<file path="config.mk">
export PLATFORM = sky130hd
export DESIGN_NAME = alarm_power_ctl
export DESIGN_NICKNAME = d
export VERILOG_FILES = /design/src/rtl/apc_pkg.sv /design/src/rtl/apc_control.sv /design/src/rtl/apc_datapath.sv /design/src/rtl/alarm_power_ctl.sv
export SDC_FILE = /design/constraint.sdc
export NUM_CORES = 1
export LEC_CHECK = 0
export CAP_MARGIN = 10
export CORE_AREA = 2 2 39 41
export DETAILED_ROUTE_END_ITERATION = 16
export DIE_AREA = 0 0 41 43
export DONT_BUFFER_PORTS = 1
export PLACE_DENSITY = 0.36
export SLEW_MARGIN = 20
export SYNTH_ARGS = -nofsm -noshare
export SYNTH_HDL_FRONTEND = slang
export SYNTH_SLANG_ARGS = --single-unit
</file>
<file path="constraint.sdc">
create_clock -name clk -period 1 [get_ports clk]
set_clock_uncertainty 0.1 [all_clocks]
set_input_delay 0.25 -clock clk [delete_from_list [all_inputs] [get_ports clk]]
set_output_delay 0.25 -clock clk [all_outputs]
set_load 0.02 [all_outputs]
</file>
<file path="src/rtl/apc_pkg.sv">
package apc_pkg;
  typedef struct packed {
    logic shutDown;
    logic wakeUp;
    logic statSet;
    logic statClr;
  } apcStrobes_t;
endpackage

</file>
<file path="src/rtl/apc_control.sv">
module apc_control
  import apc_pkg::*;
(
  input  logic        clk,
  input  logic        rstN,
  input  logic        alarm2Match,
  input  logic        armBit,
  input  logic        statusWrEn,
  input  logic        clrBit,
  input  logic        pwrOn,
  input  logic        anyWake,
  output apcStrobes_t strobes
);
  always_comb begin
    strobes.shutDown = alarm2Match && armBit;
    strobes.wakeUp   = !pwrOn && anyWake && !(alarm2Match && armBit);
    strobes.statSet  = alarm2Match;
    strobes.statClr  = statusWrEn && clrBit;
  end


  wake_only_when_off_chk: assert property (@(posedge clk) disable iff (!rstN)
    strobes.wakeUp |-> !pwrOn);
endmodule

</file>
<file path="src/rtl/apc_datapath.sv">
module apc_datapath
  import apc_pkg::*;
#(
  parameter int NUM_WAKE = 4
) (
  input  logic                clk,
  input  logic                rstN,
  input  apcStrobes_t         strobes,
  input  logic [NUM_WAKE-1:0] wakeEn,
  input  logic [NUM_WAKE-1:0] wakePol,
  input  logic [NUM_WAKE-1:0] wakePins,
  output logic                pwrOn,
  output logic                anyWake,
  output logic                wakeEvent,
  output logic                statFlag
);
  logic [NUM_WAKE-1:0] wakeQual;
  logic                wakeAnyQ;

  for (genvar i = 0; i < NUM_WAKE; i++) begin : g_wake
    assign wakeQual[i] = wakeEn[i] & (wakePins[i] ^ wakePol[i]);
  end

  assign anyWake = |wakeQual;

  always_ff @(posedge clk or negedge rstN) begin
    if (!rstN) begin
      pwrOn     <= 1'b1;
      statFlag  <= 1'b0;
      wakeAnyQ  <= 1'b0;
      wakeEvent <= 1'b0;
    end else begin
      if (strobes.shutDown)    pwrOn <= 1'b0;
      else if (strobes.wakeUp) pwrOn <= 1'b1;
      if (strobes.statSet)      statFlag <= 1'b1;
      else if (strobes.statClr) statFlag <= 1'b0;
      wakeAnyQ  <= anyWake;
      wakeEvent <= anyWake & ~wakeAnyQ;
    end
  end


  pwr_off_after_shutdown_chk: assert property (@(posedge clk) disable iff (!rstN)
    strobes.shutDown |=> !pwrOn);

  pwr_rise_chk: assert property (@(posedge clk) disable iff (!rstN)
    $rose(pwrOn) |-> $past(strobes.wakeUp));

  stat_rise_chk: assert property (@(posedge clk) disable iff (!rstN)
    $rose(statFlag) |-> $past(strobes.statSet));

  wake_pulse_chk: assert property (@(posedge clk) disable iff (!rstN)
    wakeEvent |=> !wakeEvent);
endmodule

</file>
<file path="src/rtl/alarm_power_ctl.sv">
module alarm_power_ctl
  import apc_pkg::*;
#(
  parameter int NUM_WAKE = 4,
  parameter int CTRL_W   = 32,
  parameter int ARM_BIT  = 16,
  parameter int BYTE_W   = 8,
  parameter int CLR_BIT  = 7,
  parameter int IEN_BIT  = 4
) (
  input  logic                clk,
  input  logic                rstN,
  input  logic                alarm2Match,
  input  logic [CTRL_W-1:0]   ctrlWord,
  input  logic [BYTE_W-1:0]   intEnable,
  input  logic                statusWrEn,
  input  logic [BYTE_W-1:0]   statusWrData,
  input  logic [NUM_WAKE-1:0] wakePins,
  output logic                pwrEnable,
  output logic                wakeEvent,
  output logic                alarm2Status,
  output logic                alarm2Irq
);
  localparam int POL_BASE = NUM_WAKE;

  apcStrobes_t strobes;
  logic        pwrOn;
  logic        anyWake;
  logic        statFlag;
  logic        unusedBits;

  assign unusedBits = ^{ctrlWord, intEnable, statusWrData};

  apc_control u_ctl (
    .clk        (clk),
    .rstN       (rstN),
    .alarm2Match(alarm2Match),
    .armBit     (ctrlWord[ARM_BIT]),
    .statusWrEn (statusWrEn),
    .clrBit     (statusWrData[CLR_BIT]),
    .pwrOn      (pwrOn),
    .anyWake    (anyWake),
    .strobes    (strobes)
  );

  apc_datapath #(.NUM_WAKE(NUM_WAKE)) u_dp (
    .clk      (clk),
    .rstN     (rstN),
    .strobes  (strobes),
    .wakeEn   (ctrlWord[NUM_WAKE-1:0]),
    .wakePol  (ctrlWord[POL_BASE+NUM_WAKE-1:POL_BASE]),
    .wakePins (wakePins),
    .pwrOn    (pwrOn),
    .anyWake  (anyWake),
    .wakeEvent(wakeEvent),
    .statFlag (statFlag)
  );

  assign pwrEnable    = pwrOn;
  assign alarm2Status = statFlag;
  assign alarm2Irq    = statFlag & intEnable[IEN_BIT];
endmodule

</file>
==> impl_results.md <==
- RR Endpoint: u_dp.pwrOn
- Crit path capture: pwrEnable
- Die Y-Extent: between 40 and 50 um
- Relative slew slack: 0.800
- PwrDens: between 1500 and 2000 mW/mm^2
- Vias in the first global route: 170
- Horiz. Die Dim: about 41 um
- Design area: about 280 um^2
- CTS max path bufs: 2
- Via count: about 160
- Met1 GRT Util: 0.0615
- HPWL after DPL: ~370 um
- IO Pins: 60
- Met3 Use GR: 0.0157
- GR Util met2: 0.0781
- Mapped Nets: 73
- CTS tree: built
- I/O Buffers: 0
- Post-Route WL: 406 um
- Critical Path AT: 0.82 ns
- Row Count: 14
- Crit. path cell count: 0
- Post-CTS setup buffers: 0
- P&R area growth vs syn: 48.7%
- CTS Root Cell: clkbuf_4
- DP Area: roughly 220 um^2
- Routed Antenna Nets: 0
- Initial antenna violation count: 0
- Clock-pin slew on the worst setup and hold paths: around 0.04 ns
- Die area: roughly 0.0018 mm^2
- Final setup margin: -0.165 ns
- RSZ-0062 raised after global routing: true
- Fin nets: between 80 and 90
- Sequential element share of the synthesized area: 0.533
- WL per Instance: approximately 9.9 um
- Minimum clock period: approximately 1.2 ns
- Mapped Area: roughly 190 um^2
- Leak Pwr: 0.000122 uW
- Ys Warns: 0
- Placeable Area: about 0.0014 mm^2
- Critical Path RT: about 0.65 ns
- Yosys reg bits: 4
- Initial Utilization: 0.137
- Hold crit path type: in -> reg
- Final Cycle Share: 1.17
- Max Cap Viol: 0
- First-pass GRT wire length: around 650 um
- Final hold viol count: 0
- Fin util: 0.204
- Clk_lat worst skew: about 0.23 ns
- Post-Syn Instances: 17
- Max Freq: around 860 MHz
- Worst Path Max Fanout: 2
- Fillcell total: around 160
- FF-to-FF Start: u_dp.pwrOn
- Mapped Avg Cell Area: around 11 um^2
- Remaining Overflow, GRT: 0
- Yosys cell types: 10
- Kind of critical path: reg -> out
- Drt first pass iters: 1
- Clk sink count: 4
- Worst Setup SP: u_dp.pwrOn
- Share of layout cells above drive strength 1: 0.320
- GPL Wtd Cong: between 0.5 and 0.6
- Max-slew violations: 0
- Violated checks: negative setup slack
- Vias per inst: ~4
- # DRC: 0
- GR peak layer: met4
- Max H-tree Level: 1
- Worst R2R Path Depth: 2
- Final setup violation count: 4
- Flop2flop setup slack: ~0.02 ns
- Total CTS buffers: 3
- Status: finished, violations left
- Worst-case vdd ir drop: approximately 260 uV
- Actual slew at the worst max-slew pin: between 0.3 and 0.4 ns
- Tot GR Track Use: 0.0594
- Largest net degree at the start of global routing: 5
- Crit end category: output pin
- Fin cells: just over 40
- Drt initial violations: 0
- Inst Count DP: 34
- Setup crit start kind: flop
- Ant. Diodes: 0
==> state kept, by name, indices dropped and copies added (netlist names) <==
name            cells
u_dp.statFlag       1
u_dp.wakeEvent      1
u_dp.wakeAnyQ       1
u_dp.pwrOn          1
==> logic make-up after synthesis <==
logic type,share of synthesized area
AO/OA/AOI/OAI,0.191
XOR/XNOR,0.184
flip-flops,0.533
AND/OR/NAND/NOR,0.0724
buffers and inverters,0.0197
==> cells in the mapped netlist <==
cell / count / area, um^2
a21o_1: 1 / 7.51
a21oi_1: 1 / 5.00
a22oi_1: 2 / 15.0
a32oi_1: 1 / 8.76
and2_1: 1 / 6.26
dfrtp_1: 3 / 75.1
dfstp_2: 1 / 26.3
inv_1: 1 / 3.75
nand2_1: 2 / 7.51
xor2_1: 4 / 35.0
==> stage by stage <==
stage | setup TNS (ns) | total power [uW] | hold WS, ns | setup WS, ns
2_1_floorplan | 0 | 247 | -0.146 | 0.0211
3_3_place_gp | -0.108 | 259 | -0.145 | -0.0464
3_5_place_dp | -0.138 | 261 | -0.145 | -0.0700
4_1_cts | -0.519 | 504 | 0.0144 | -0.178
5_1_grt | -0.608 | 527 | 0.00921 | -0.193
6_report | -0.463 | 488 | 0.0164 | -0.165
==> how the worst min path moves through the flow <==
stage,to,cells past startpoint,start,slack [ns]
after floorplan,u_dp.statFlag,0,rstN,-0.15
after global placement,u_dp.wakeEvent,0,rstN,-0.15
after detailed placement,u_dp.statFlag,0,rstN,-0.15
after CTS,u_dp.statFlag,1,alarm2Match,0.01
after global routing,u_dp.statFlag,1,alarm2Match,0.009
final,u_dp.statFlag,1,alarm2Match,0.02
==> where the power goes <==
group	total (uW)	switching (uW)	internal [uW]
combinational	65.6	30.6	35.0
sequential	206	21.2	185
clock	216	66.4	150
==> area by class of cell <==
cell class | count | area, um^2 | area share
clock buffers | 4 | 26.3 | 0.0929
well taps | 16 | 20.0 | 0.0708
inverters | 1 | 3.75 | 0.0133
repair buffers | 4 | 41.3 | 0.146
flip-flops and latches | 4 | 104 | 0.367
multi-input cells | 12 | 87.6 | 0.310
==> metal layers <==
layer / part of all wire / wire length [um] / vias to the layer above
met3: 0.17 / 68 / 0
met2: 0.47 / 189 / 20
met4: 0 / 0 / 0
met5: 0 / 0 / -
li1: - / - / 75
met1: 0.36 / 148 / 69
==> layout by cell type (no fill, tap or decap) <==
| cell | count |
|---|---|
| xor2_1 | 4 |
| clkbuf_4 | 3 |
| clkbuf_1 | 1 |
| and2_4 | 1 |
| a22oi_1 | 2 |
| dfrtp_1 | 1 |
| a21o_1 | 1 |
| dfstp_2 | 1 |
| a21oi_1 | 1 |
| buf_6 | 1 |
| inv_1 | 1 |
| dlygate4sd3_1 | 3 |
| nand2_1 | 2 |
| dfrtp_2 | 2 |
| a32oi_1 | 1 |
==> timing repair <==
| item | in CTS | in global routing |
|---|---|---|
| hold endpoints to repair | 5 | 0 |
| resized for setup | 2 | 0 |
| pin swaps | 1 | 0 |
| endpoints found under the setup margin | 4 | 5 |
| gates cloned | 0 | 0 |
| hold buffers | 3 | 0 |
Note: power is estimated with default switching activity, not from simulation.
